## src/rtl/e1_ts0_pkg.sv

```systemverilog
// Shared constants and types for the E1 timeslot-zero framer.
// Assumes a fixed 8-bit timeslot with bit 1 transmitted first.
package e1_ts0_pkg;
    localparam int TS0_BITS = 8;
    localparam logic [TS0_BITS-2:0] FAS_WORD = 7'b0011011;

    typedef enum logic {
        FRM_NONSYNC = 1'b0,
        FRM_SYNC    = 1'b1
    } frame_kind_e;
endpackage

```

## src/rtl/e1_ts0_timing.sv

```systemverilog
// Timing for timeslot zero: finds the edges of the marker, counts bit
// positions inside the byte and alternates the frame kind.
// Assumes the marker is synchronous to clk and is normally TS_BITS cycles long.
module e1_ts0_timing
    import e1_ts0_pkg::*;
#(
    parameter int TS_BITS = TS0_BITS,
    localparam int CNT_W = $clog2(TS_BITS)
) (
    input  logic             clk,
    input  logic             rst_n,
    input  logic             ts0_mark,
    output logic             ts0_start,
    output logic [CNT_W-1:0] bit_idx,
    output logic             frame_sync
);
    logic             mark_q;
    logic [CNT_W-1:0] cnt_q;
    frame_kind_e      kind_q;
    logic             ts0_end;

    // Detect the edges of the marker using the value it had last cycle.
    always_comb begin
        ts0_start  = ts0_mark & ~mark_q;
        ts0_end    = mark_q & ~ts0_mark;
        bit_idx    = ts0_start ? '0 : cnt_q;
        frame_sync = (kind_q == FRM_SYNC);
    end

    // Remember the marker level for edge detection.
    always_ff @(posedge clk) begin
        if (!rst_n) mark_q <= 1'b0;
        else        mark_q <= ts0_mark;
    end

    // Position counter: restart on the rising edge, advance while marked.
    always_ff @(posedge clk) begin
        if (!rst_n)         cnt_q <= '0;
        else if (ts0_start) cnt_q <= CNT_W'(1);
        else if (ts0_mark)  cnt_q <= cnt_q + CNT_W'(1);
        else                cnt_q <= '0;
    end

    // Frame kind: sync after reset, inverted once per end of timeslot zero.
    always_ff @(posedge clk) begin
        if (!rst_n)       kind_q <= FRM_SYNC;
        else if (ts0_end) kind_q <= (kind_q == FRM_SYNC) ? FRM_NONSYNC : FRM_SYNC;
    end

    // the kind flips at the edge after the marker falls.
    a_r7_flip_after_end: assert property (@(posedge clk) disable iff (!rst_n)
        (mark_q && !ts0_mark) |=> (frame_sync != $past(frame_sync)));

    // no other edge changes the kind.
    a_r7_hold_otherwise: assert property (@(posedge clk) disable iff (!rst_n)
        !(mark_q && !ts0_mark) |=> $stable(frame_sync));

    // a rising marker is followed by bit position 1.
    a_r6_restart: assert property (@(posedge clk) disable iff (!rst_n)
        ts0_start |=> (!ts0_mark || bit_idx == CNT_W'(1)));
endmodule

```

## src/rtl/e1_ts0_byte_gen.sv

```systemverilog
// Builds the timeslot-zero bit for the current position. Holds the field
// inputs from the first cycle of the byte and uses the live inputs in that
// first cycle. Assumes bit_idx is 0 in the start cycle.
module e1_ts0_byte_gen
    import e1_ts0_pkg::*;
#(
    parameter int                  TS_BITS = TS0_BITS,
    parameter logic [TS_BITS-2:0]  ALIGN   = FAS_WORD,
    localparam int CNT_W  = $clog2(TS_BITS),
    localparam int USER_W = TS_BITS - 2
) (
    input  logic              clk,
    input  logic              rst_n,
    input  logic              ts0_start,
    input  logic              frame_sync,
    input  logic [CNT_W-1:0]  bit_idx,
    input  logic              intl_sync,
    input  logic              intl_nsync,
    input  logic [USER_W-1:0] user_bits,
    output logic              ts0_bit
);
    logic              hold_s_q;
    logic              hold_n_q;
    logic [USER_W-1:0] hold_u_q;
    logic [TS_BITS-1:0] byte_live;
    logic [TS_BITS-1:0] byte_held;
    logic [TS_BITS-1:0] byte_sel;

    // Capture the field inputs in the first cycle of each timeslot zero.
    always_ff @(posedge clk) begin
        if (!rst_n) begin
            hold_s_q <= 1'b0;
            hold_n_q <= 1'b0;
            hold_u_q <= '0;
        end else if (ts0_start) begin
            hold_s_q <= intl_sync;
            hold_n_q <= intl_nsync;
            hold_u_q <= user_bits;
        end
    end

    // Assemble the byte, bit 1 in the MSB, and pick the bit for this position.
    always_comb begin
        byte_live = frame_sync ? {intl_sync, ALIGN} : {intl_nsync, 1'b1, user_bits};
        byte_held = frame_sync ? {hold_s_q, ALIGN}  : {hold_n_q, 1'b1, hold_u_q};
        byte_sel  = ts0_start ? byte_live : byte_held;
        ts0_bit   = byte_sel[CNT_W'(TS_BITS-1) - bit_idx];
    end
endmodule

```

## src/rtl/e1_ts0_mux.sv

```systemverilog
// Top of the E1 timeslot-zero framer: selects the generated byte while the
// marker is high and the serial stream otherwise, and drives the frame
// kind indicator. Assumes all inputs are synchronous to clk.
module e1_ts0_mux
    import e1_ts0_pkg::*;
#(
    parameter int                 TS_BITS = TS0_BITS,
    parameter logic [TS_BITS-2:0] ALIGN   = FAS_WORD,
    localparam int CNT_W  = $clog2(TS_BITS),
    localparam int USER_W = TS_BITS - 2
) (
    input  logic              clk,
    input  logic              rst_n,
    input  logic              ser_in,
    input  logic              ts0_mark,
    input  logic              intl_sync,
    input  logic              intl_nsync,
    input  logic [USER_W-1:0] user_bits,
    output logic              mux_out,
    output logic              sync_ind
);
    logic             ts0_start;
    logic [CNT_W-1:0] bit_idx;
    logic             frame_sync;
    logic             ts0_bit;

    e1_ts0_timing #(.TS_BITS(TS_BITS)) u_timing (
        .clk        (clk),
        .rst_n      (rst_n),
        .ts0_mark   (ts0_mark),
        .ts0_start  (ts0_start),
        .bit_idx    (bit_idx),
        .frame_sync (frame_sync)
    );

    e1_ts0_byte_gen #(.TS_BITS(TS_BITS), .ALIGN(ALIGN)) u_byte (
        .clk        (clk),
        .rst_n      (rst_n),
        .ts0_start  (ts0_start),
        .frame_sync (frame_sync),
        .bit_idx    (bit_idx),
        .intl_sync  (intl_sync),
        .intl_nsync (intl_nsync),
        .user_bits  (user_bits),
        .ts0_bit    (ts0_bit)
    );

    // Merge the timeslot-zero byte into the serial stream.
    always_comb begin
        mux_out  = ts0_mark ? ts0_bit : ser_in;
        sync_ind = frame_sync;
    end

    // the indicator is set in the first cycle after reset.
    a_r1_reset_sync: assert property (@(posedge clk) disable iff (!rst_n)
        !$past(rst_n) |-> sync_ind);

    // the alignment word fills bits 2 to 8 of sync frames.
    a_r2_align_word: assert property (@(posedge clk) disable iff (!rst_n)
        (ts0_mark && sync_ind && bit_idx != '0) |->
            (mux_out == ALIGN[CNT_W'(TS_BITS-1) - bit_idx]));

    // bit 2 of non-sync frames is forced to one.
    a_r3_bit2_one: assert property (@(posedge clk) disable iff (!rst_n)
        (ts0_mark && !sync_ind && bit_idx == CNT_W'(1)) |-> mux_out);
endmodule

```

## config.mk

```make
export PLATFORM = sky130hd
export DESIGN_NAME = e1_ts0_mux
export DESIGN_NICKNAME = d
export VERILOG_FILES = /design/src/rtl/e1_ts0_pkg.sv /design/src/rtl/e1_ts0_timing.sv /design/src/rtl/e1_ts0_byte_gen.sv /design/src/rtl/e1_ts0_mux.sv
export SDC_FILE = /design/constraint.sdc
export NUM_CORES = 1
export LEC_CHECK = 0
export ABC_AREA = 1
export BUFFER_PORTS_ARGS = -buffer_cell sky130_fd_sc_hd__buf_4
export CORE_AREA = 5 5 42 44
export CTS_CLUSTER_DIAMETER = 120
export DETAILED_ROUTE_END_ITERATION = 6
export DIE_AREA = 0 0 47 49
export GPL_TIMING_DRIVEN = 1
export PLACE_DENSITY_LB_ADDON = 0.08
export SYNTH_ARGS = -nofsm -noshare
export SYNTH_HDL_FRONTEND = slang
export SYNTH_SLANG_ARGS = --single-unit
```

## constraint.sdc

```tcl
create_clock -name clk -period 1.65 [get_ports clk]
set_input_delay 0.0825 -clock clk [delete_from_list [all_inputs] [get_ports clk]]
set_output_delay 0.0825 -clock clk [all_outputs]
set_load 0.03 [all_outputs]
```

# After elaboration in Yosys (flattened, before gate mapping)
# Index checks and enable logic that the tools add are counted.
[op_classes]
n_addsub = 2
magnitude_cmp = 1
n_mux = 10
bitwise = 5
n_reduce_logical = 1
[ops]
columns = ["op", "n"]
rows = [
  ["two-way mux 8 bit", 3],
  ["two-way mux 1 bit", 5],
  ["< comparator 3 x 4 -> 1 bit, second input constant", 1],
  ["adder 3 x 1 -> 3 bit, second input constant", 1],
  ["binary-select mux 1 bit (select 3 bit)", 1],
  ["two-way mux 3 bit", 1],
  ["NOT 1 bit", 3],
  ["OR reduction 3 bit", 1],
  ["subtractor 3 bit, first input constant", 1],
  ["AND 1 bit", 2],
]
[word_totals]
regBits = 13
in_bits = 12
output_inout_bits = 2
word_cells = 26

# Longest topological paths before layout
# Gate-level depths: netlist of the first run.
[depth]
word_depth = 7
depth_mapped = 11

# Hierarchy
# From an unflattened synthesis of the first run, not the netlist that was laid out.
[unflattened]
hier_cells = 100
area_unflattened_um2 = 649.4
[by_module_without_submodules]
columns = ["module", "n_inst", "cells_per_inst", "area_each_um2"]
rows = [
  ["e1_ts0_byte_gen", 1, 66, 417.9],
  ["e1_ts0_timing", 1, 30, 216.5],
  ["e1_ts0_mux", 1, 4, 15.0],
]

# Worst setup path before layout of the first run
# OpenSTA, ideal clock, no wires.
[synth_path]
path_type = "register to output"
from = "register u_timing.kind_q (netlist: u_timing.frame_sync)"
to = "output port mux_out"
arrival_time_ps = 1390
required_time_ps = 1567
slack_ps = 177
path_stages_with_launch = 11
path_buffers = 0
path_cell_list = "dfxtp_1 inv_1 nand2_1 nand2_1 nand2_1 nand2_1 nand2_1 nand2_1 nand3_1 nand3_1 nand2_1"
[synth_between]
elab_chain_len = 5
[synth_rtl]
columns = ["element", "line", "source"]
rows = [
  ["start: declaration", "e1_ts0_timing.sv:19", "frame_kind_e kind_q;"],
  ["start signal: assignment", "e1_ts0_timing.sv:47", "else if (ts0_end) kind_q <= (kind_q == FRM_SYNC) ? FRM_NONSYNC : FRM_SYNC;"],
  ["two-way mux 8 bit, on equally long branches", "e1_ts0_byte_gen.sv:45, e1_ts0_byte_gen.sv:44", ""],
  ["two-way mux 8 bit *", "e1_ts0_byte_gen.sv:46", "byte_sel = ts0_start ? byte_live : byte_held;"],
  ["binary-select mux 1 bit (select 3 bit) *", "e1_ts0_byte_gen.sv:47", "ts0_bit = byte_sel[CNT_W'(TS_BITS-1) - bit_idx];"],
  ["two-way mux 1 bit (implied by the code) *", "e1_ts0_byte_gen.sv:47", ""],
  ["two-way mux 1 bit *", "e1_ts0_mux.sv:50", "mux_out = ts0_mark ? ts0_bit : ser_in;"],
  ["end: declaration", "e1_ts0_mux.sv:19", "output logic mux_out,"],
]
# Every way passes the cells marked *; elsewhere a longest branch is shown, timed or not. The select of a mux whose other input is x is not followed.

# Worst setup path in the final report of the first run
[layout_path]
from = "register u_timing.mark_q"
to = "output port mux_out"
[layout_between]
elab_chain_len = 7
[layout_rtl]
columns = ["element", "line", "source"]
rows = [
  ["start: declaration", "e1_ts0_timing.sv:17", "logic mark_q;"],
  ["start signal: assignment", "e1_ts0_timing.sv:33", "else mark_q <= ts0_mark;"],
  ["NOT 1 bit *", "e1_ts0_timing.sv:24", "ts0_start = ts0_mark & ~mark_q;"],
  ["AND 1 bit *", "e1_ts0_timing.sv:24", ""],
  ["two-way mux 3 bit", "e1_ts0_timing.sv:26", "bit_idx = ts0_start ? '0 : cnt_q;"],
  ["subtractor 3 bit", "e1_ts0_byte_gen.sv:47", ""],
  ["binary-select mux 1 bit (select 3 bit) *", "e1_ts0_byte_gen.sv:47", ""],
  ["two-way mux 1 bit (implied by the code) *", "e1_ts0_byte_gen.sv:47", ""],
  ["two-way mux 1 bit *", "e1_ts0_mux.sv:50", ""],
]
# Marks and branches as above.

==> out/metrics.csv, run 1 <==
metric;value;unit
worst-path-max-fanout;10;
busiest_layer;met1;
period_needed;1580;ps
hold_end;u_timing.frame_sync;
critPathKind;reg -> out;
h-tree-depth;1;
dp_cells;129;
power_density;770.4;nW/um^2
drtPass1Iterations;4;
hold_buffers;0;
required;1570;ps
fp-row-count;14;
nets;133;
syn_to_final_growth;29.68;%
grt-ovfl-total;0;
num-fill-cells;136;
fp.coreArea;1401;um^2
max_freq;633.0;MHz
die_area;2303;um^2
globalRouteTotalUtil;13.64;%
ir_drop;0.4824;mV
dp_hpwl;999.9;um
regArea;265.3;um^2
synth.avg_cell_area;6.888;um^2
grt_max_degree;21;
worstHoldStart;rst_n;
grt_use_met2;17.19;%
reg2reg_from;u_timing.cnt_q[0];
r2r_end;u_timing.cnt_q[2];
fin_cells;135;
grt_use_met1;20.00;%
antenna_found_initial;0;
die_w;47;um
gp_congestion;0.8098;
power.total;695.0;uW
hold_path_depth;2;
final_common_cell;nand2_1;
cts_tree;built;
clock_skew;4.571;ps
worstSetupStartpointType;flop;
portBuffers;13;
ys_types;20;
clk_latency;280;ps
outcome;finished clean;
finalSetupViolCount;0;
cts.path.max_buffers;2;
cts_buffers;3;
synth_warnings;0;
ys_ff_latch;13;
slew_headroom;77.17;%
cts_root_buffer;clkbuf_4;
leakagePower;0.4508;nW
drv_cap;0;
rr_worst_depth;3;
ios;14;
seq_area_frac_synth;37.41;%
drtIter0Drc;8;
max_slew.worst_pin.slew;341.9;ps
fin_crit_sh;95.74;%
whs;10.45;ps
syn-instance-count;101;
synth_nets;114;
grt_pass1_wl;2318;um
drive_gt1_share;29.41;%
die_y;49;um
min_path_type;in -> reg;
multi_input_area;400.4;um^2
wl_per_cell;10.80;um
wl;1458;um
clk_pin_slew;80;ps
worst_ep_arrival_time;1500;ps
n_antenna_cell;0;
via_per_inst;4.733;
start_util;49.64;%
final_cell_mix;nand2_1, inv_1, buf_4;
ant_nets;0;
cts_sinks;13;
drc;0;
grt_pass1_vias;539;
syn_area;695.7;um^2
end_kind;output pin;
reg2reg_slack;630;ps
vias;639;
met3_usage;4.428;%
slew_violations;0;
finalHoldViolCount;0;
rsz0062_at_grt;true;
## through the flow
step	cell area, um^2	worst slack (ps)	utilization (%)	TNS [ps]
5_1_grt	902.1	-43.90	64.38	-43.90
4_1_cts	834.6	0.1849	59.55	0
3_5_place_dp	793.3	127.2	56.61	0
2_1_floorplan	695.7	177.1	-	0
3_3_place_gp	793.3	145.9	56.61	0
6_report	902.1	70.31	64.38	0
## area by class of cell
type / count / area share, %
clock buffers: 4 / 2.913
multi-input cells: 69 / 44.38
flip-flops and latches: 13 / 29.40
well taps: 16 / 2.219
inverters: 18 / 7.767
repair buffers: 15 / 13.31
## registers in the layout (all words and copies together), names as in the netlist
| name | cells |
|---|---|
| u_byte.hold_u_q | 6 |
| u_timing.cnt_q | 3 |
| u_byte.hold_n_q | 1 |
| u_byte.hold_s_q | 1 |
| u_timing.frame_sync | 1 |
| u_timing.mark_q | 1 |
## cells in the mapped netlist (all sizes together)
cell type | instances | share of area [%]
dfxtp | 13 | 37
a21oi | 4 | 3.4
a211oi | 3 | 3.2
o21ai | 4 | 3.4
buf | 2 | 4.0
ha | 1 | 1.8
nor2 | 12 | 6.8
xnor2 | 1 | 1.3
nand3 | 10 | 7.2
nand2 | 31 | 20
nand4 | 2 | 1.8
inv | 18 | 9.7
## worst max-delay path: stages, from the launching register on
cell and delay, ps:
dfxtp_2 350, inv_4 130, nand2_8 100, nand2_2 100, o21ai_4 60, nand2_1 60, nand2_1 50, nand3_1 70
nand3_1 80, nand2_1 90, buf_6 130
## report_power, final
group	switching [mW]	leakage, nW	internal [mW]
Sequential	0.0136	0.107	0.331
Clock	0.110	0.0150	0.0939
Combinational	0.0834	0.328	0.0631
## what timing repair did
item | in CTS | in global routing
pin swaps | 0 | 4
resized for setup | 3 | 12
setup buffers | 0 | 1
cloned | 0 | 1
setup endpoints to repair | 1 | 1
## cell families after synthesis
| family | after synthesis | share of synthesized area [%] |
|---|---|---|
| AND/OR/NAND/NOR | 55 | 35.79 |
| buffers and inverters | 20 | 13.67 |
| flip-flops | 13 | 37.41 |
| AO/OA/AOI/OAI | 11 | 10.07 |
| XOR/XNOR | 1 | 1.259 |
| adder cells (fa/ha/maj) | 1 | 1.798 |
## how the worst max path moves through the flow
stage / startpoint / end / slack (ps) / cells past startpoint
after global placement: u_timing.mark_q / mux_out / 150 / 10
after floorplan: u_timing.frame_sync / mux_out / 180 / 10
final: u_timing.mark_q / mux_out / 70 / 10
after CTS: u_timing.mark_q / mux_out / 0.2 / 11
after detailed placement: u_timing.mark_q / mux_out / 130 / 10
after global routing: u_timing.mark_q / mux_out / -40 / 11
## layer usage
metal  vias up  share of wire (%)
met5         -                  0
met4         0                2.0
met3         4                4.3
met2        10                 44
met1       270                 50
li1        355                  -
Power figures use the tool's default switching activity.
==> run 2, diff against run 1 <==
CTS_BUF_LIST = sky130_fd_sc_hd__clkbuf_16   (was unset)
==> out/metrics.csv, run 2 (synthesized netlist as in run 1, its figures left out) <==
metric;value;unit;change
outcome;finished clean;;
clk_latency;240;ps;-40 ps
cts_sinks;13;;unchanged
final_common_cell;nand2_1;;
clk_pin_slew;40;ps;-40 ps
critPathKind;reg -> out;;
ir_drop;0.6587;mV;+37%
fp.coreArea;1401;um^2;unchanged
drc;0;;unchanged
vias;655;;+2.5%
finalHoldViolCount;0;;unchanged
post_cts_buffers;0;;unchanged
max_slew.worst_pin.slew;304.6;ps;-37.34 ps
leakagePower;0.4675;nW;+3.7%
cts_tree;built;;
num-fill-cells;141;;+3.7%
reg2reg_slack;670;ps;+40 ps
dp_slack;127.2;ps;unchanged
finalSetupViolCount;0;;unchanged
fin_ws;100.9;ps;+30.57 ps
switching_share;24.42;%;-5.3 points
dp_hpwl;999.9;um;unchanged
grt_pass1_wl;2304;um;-0.60%
dp_cells;129;;unchanged
hold_buffers;0;;unchanged
clock_skew;0.6656;ps;-3.905 ps
ios;14;;unchanged
h-tree-depth;1;;unchanged
power_density;1034;nW/um^2;+34%
cts_buffers;3;;unchanged
end_kind;output pin;;
required;1570;ps;about the same
slew_headroom;79.67;%;+2.5 points
pwr-share-clk;48.9;%;+20 points
via_per_inst;4.888;;+3.3%
worstPathCellList;buf_4 > nor2_4 > nand2_1 > nand2_1 > nand2_1 > nand2_1 > nand2_1 > nand3_1 > nand3_1 > nand2_1 > buf_4;;
fp-row-count;14;;unchanged
regMostFlops;u_byte.hold_u_q;;
portBuffers;13;;unchanged
start_util;49.64;%;unchanged
p_seq_share;36.9;%;-13 points
crit_path_max_incr_delay;330;ps;-20 ps
grt-ovfl-total;0;;unchanged
cpMaxStageDelayCell;dfxtp_2;;
grt_max_degree;21;;unchanged
grt_pass1_vias;531;;-1.5%
final_cell_mix;nand2_1, inv_1, buf_4;;
max_freq;645.5;MHz;+2.0%
reg_top3;u_byte.hold_u_q: 6 flops, u_timing.cnt_q: 3 flops;;
fin_setup_tns;0;ps;unchanged
fin_crit_sh;93.89;%;-1.9 points
worst-path-max-fanout;4;;-6
gp_congestion;0.8098;;unchanged
die_y;49;um;unchanged
die_area;2303;um^2;unchanged
switching_power;229.0;uW;+11%
die_w;47;um;unchanged
fin_cells;134;;-0.74%
multi_input_area;370.4;um^2;-7.5%
worstSetupStartpointType;flop;;
largest_reg_flops;6;;unchanged
cts_root_buffer;clkbuf_16;;
wl_per_cell;11.25;um;+4.2%
worst_ep_arrival_time;1470;ps;-30 ps
syn_to_final_growth;30.40;%;
combPwrFrac;14.1;%;-7.0 points
p_int;708.6;uW;+45%
antenna_found_initial;0;;unchanged
drive_gt1_share;27.12;%;-2.3 points
cpMostUsedCell;nand2_1;;
drv_cap;0;;unchanged
cts.path.max_buffers;2;;unchanged
whs;56.64;ps;+46.19 ps
globalRouteTotalUtil;13.64;%;unchanged
min_path_type;in -> reg;;
nets;132;;-0.75%
regArea;262.8;um^2;-0.94%
drtPass1Iterations;4;;unchanged
ant_nets;0;;unchanged
crit_family;simple AND/OR/NAND/NOR gates;;
wl;1508;um;+3.4%
path_buf_inv;2;;unchanged
n_antenna_cell;0;;unchanged
period_needed;1549;ps;-30.57 ps
slew_violations;0;;unchanged
drtIter0Drc;19;;+11
## run 2: cell count changes in the layout (fill, tap and decap cells not counted), sizes merged
cell,change
clkbuf,-1
inv,+1
buf,-1
## run 2: cell type report
cell class              instances  area share (%)
well taps                      16           2.207
multi-input cells              69           40.83
flip-flops and latches         13           28.97
clock inverters                 1          0.4138
clock buffers                   3           8.276
inverters                      18           7.724
repair buffers                 14           11.59
## run 2: timing repair
item | in CTS | in global routing
gates cloned | 0 | 1
resized for setup | 1 | 6
pin swaps | 0 | 2
endpoints found under the setup margin | 1 | 1
## run 2: through the flow
step	area [um^2]	util [%]	power, mW
finish	907.1	64.73	0.9376
global route	907.1	64.73	0.9770
CTS	877.1	62.59	0.9262
detailed placement	793.3	56.61	0.4714
global placement	793.3	56.61	0.4706
floorplan	695.7	-	0.4340
## run 2: final timing paths
path / from / endpoint / cells after the start
worst max register to register: u_timing.cnt_q[0] / u_timing.cnt_q[2] / 3
worst min-delay path: rst_n / u_timing.frame_sync / 2
worst min register to register: u_byte.hold_u_q[0] / u_byte.hold_u_q[0] / 2
worst max-delay path: u_timing.mark_q / mux_out / 11
## run 2: power by group through the flow
stage	sequential, mW	clock [mW]	combinational (mW)
global route	0.348	0.481	0.148
CTS	0.345	0.458	0.123
global placement	0.351	0	0.120
finish	0.346	0.459	0.132
detailed placement	0.351	0	0.121
floorplan	0.352	0	0.0823
## run 2: routing by layer
metal	vias up	track usage (%)	share of wire [%]
met5	-	0	0
met4	0	8.295	1.9
met3	3	3.321	5.9
met2	21	16.74	44
met1	281	20.44	48
li1	350	-	-
==> run 3, diff against run 2 <==
CAP_MARGIN = 20   (was unset)
CORE_AREA = unset   (was 5 5 42 44)
CORE_MARGIN = 5   (was unset)
CORE_UTILIZATION = 51   (was unset)
DIE_AREA = unset   (was 0 0 47 49)
clock period = 1.6 ns   (was 1.65 ns; I/O delays follow)
==> out/metrics.csv, run 3 (synthesized netlist as in run 1, its figures left out) <==
metric;value;unit;change
gp_congestion;0.7618;;-5.9%
hold_end;u_timing.frame_sync;;
max_freq;632.3;MHz;
max_slew.worst_pin.slew;328.5;ps;+23.90 ps
ant_nets;0;;unchanged
dp_slack;81.67;ps;-45.52 ps
pwr-share-clk;48.4;%;-0.5 points
end_kind;output pin;;
whs;60.51;ps;+3.874 ps
num-fill-cells;115;;-18%
hold_path_depth;2;;unchanged
dp_hpwl;1004;um;+0.39%
slew_violations;0;;unchanged
globalRouteTotalUtil;18.83;%;+5.2 points
switching_share;24.42;%;about the same
antenna_found_initial;0;;unchanged
critPathKind;reg -> out;;
fp-row-count;13;;-1
reg2reg_from;u_timing.mark_q;;
final_common_cell;nand2_1;;
drive_gt1_share;26.27;%;-0.85 points
fp.coreArea;1301;um^2;-7.1%
h-tree-depth;1;;unchanged
fin_crit_sh;98.84;%;
die_w;46.94;um;-0.14%
via_per_inst;5.053;;+3.4%
cts_tree;built;;
startpoint;u_timing.mark_q;;
cts_sinks;13;;unchanged
wl;1725;um;+14%
busiest_layer;met2;;
n_antenna_cell;0;;unchanged
largest_reg_flops;6;;unchanged
drtIter0Drc;21;;+2
fin_ws;18.58;ps;-82.30 ps
grt_max_degree;11;;-48%
regArea;262.8;um^2;unchanged
portBuffers;13;;unchanged
grt-ovfl-total;0;;unchanged
post_cts_buffers;0;;unchanged
reg2reg_slack;590;ps;-80 ps
reg_top3;u_byte.hold_u_q: 6 flops, u_timing.cnt_q: 3 flops;;
p_seq_share;36.9;%;about the same
rsz0062_at_grt;true;;
multi_input_area;370.4;um^2;unchanged
cts_root_buffer;clkbuf_16;;
finalSetupViolCount;0;;unchanged
power.total;968.6;uW;+3.3%
required;1520;ps;-50 ps
clk_pin_slew;40;ps;about the same
clk_latency;240;ps;about the same
nets;132;;unchanged
worstSetupStartpointType;flop;;
cts.path.max_buffers;2;;unchanged
ios;14;;unchanged
hold_buffers;0;;unchanged
start_util;53.46;%;+3.8 points
worstHoldStart;rst_n;;
worst_ep_arrival_time;1500;ps;+30 ps
grt_use_met1;22.12;%;+1.7 points
min_path_type;in -> reg;;
power_density;1065;nW/um^2;+3.0%
grt_pass1_wl;2829;um;+23%
p_int;732.1;uW;+3.3%
clock_skew;0.8727;ps;+0.2071 ps
slew_headroom;78.07;%;-1.6 points
cts_buffers;3;;unchanged
leakagePower;0.4708;nW;+0.72%
drc;0;;unchanged
outcome;finished clean;;
ir_drop;0.6588;mV;about the same
combPwrFrac;14.7;%;+0.6 points
worst-path-max-fanout;10;;+6
switching_power;236.5;uW;+3.3%
r2r_end;u_byte.hold_u_q[2];;
grt_use_met2;28.46;%;+12 points
drtPass1Iterations;4;;unchanged
die_y;46.94;um;-4.2%
grt_pass1_vias;649;;+22%
die_area;2203;um^2;-4.3%
regMostFlops;u_byte.hold_u_q;;
final_cell_mix;nand2_1, inv_1, buf_4;;
met3_usage;4.981;%;+1.7 points
rr_worst_depth;4;;+1
syn_to_final_growth;30.76;%;
vias;672;;+2.6%
fin_setup_tns;0;ps;unchanged
drv_cap;0;;unchanged
period_needed;1581;ps;
finalHoldViolCount;0;;unchanged
wl_per_cell;12.97;um;+15%
[run 3: how the worst max path moves through the flow]
| stage | to |
|---|---|
| after global routing | mux_out |
| after floorplan | mux_out |
| after global placement | mux_out |
| after detailed placement | mux_out |
| final | mux_out |
| after CTS | mux_out |
[run 3: critical path, cell delays in order, from the launching register on]
cell and delay, ps:
dfxtp_2 330, inv_4 110, nand2_8 100, nand2_2 80, nand2_1 60, nand2_1 80
nand2_1 70, nand3_1 90, nand3_1 70, nand3_1 70, nand2_1 60, buf_6 130
[run 3: routing by layer]
metal  share of wire (%)  routed length, um
met2                  47                809
met1                  43                739
met4                 3.8                 66
met3                 6.3                109
met5                   0                  0
[run 3: area by class of cell]
cell class,count,area share (%)
clock buffer,3,8.253
clock inverter,1,0.4127
inverter,18,7.703
multi-input combinational,69,40.72
sequential,13,28.89
tap,15,2.063
timing repair buffer,14,11.97
[run 3: power by group through the flow]
stage / logic (mW) / registers [mW] / clock network [mW]
after floorplan: 0.0848 / 0.363 / 0
after global placement: 0.123 / 0.361 / 0
after detailed placement: 0.124 / 0.362 / 0
after CTS: 0.139 / 0.357 / 0.472
after global routing: 0.159 / 0.359 / 0.490
final: 0.143 / 0.357 / 0.469
[run 3: timing repair]
item                       CTS  global route
setup endpoints to repair    1             1
pin swaps                    1             1
cloned                       1             0
gates resized for setup      6             1
[run 3: per-stage QoR]
stage	cells	util (%)	instance area, um^2
2_1_floorplan	101	-	695.7
3_3_place_gp	128	60.87	792.0
3_5_place_dp	128	60.87	792.0
4_1_cts	133	69.62	905.9
5_1_grt	133	69.90	909.6
6_report	133	69.90	909.6
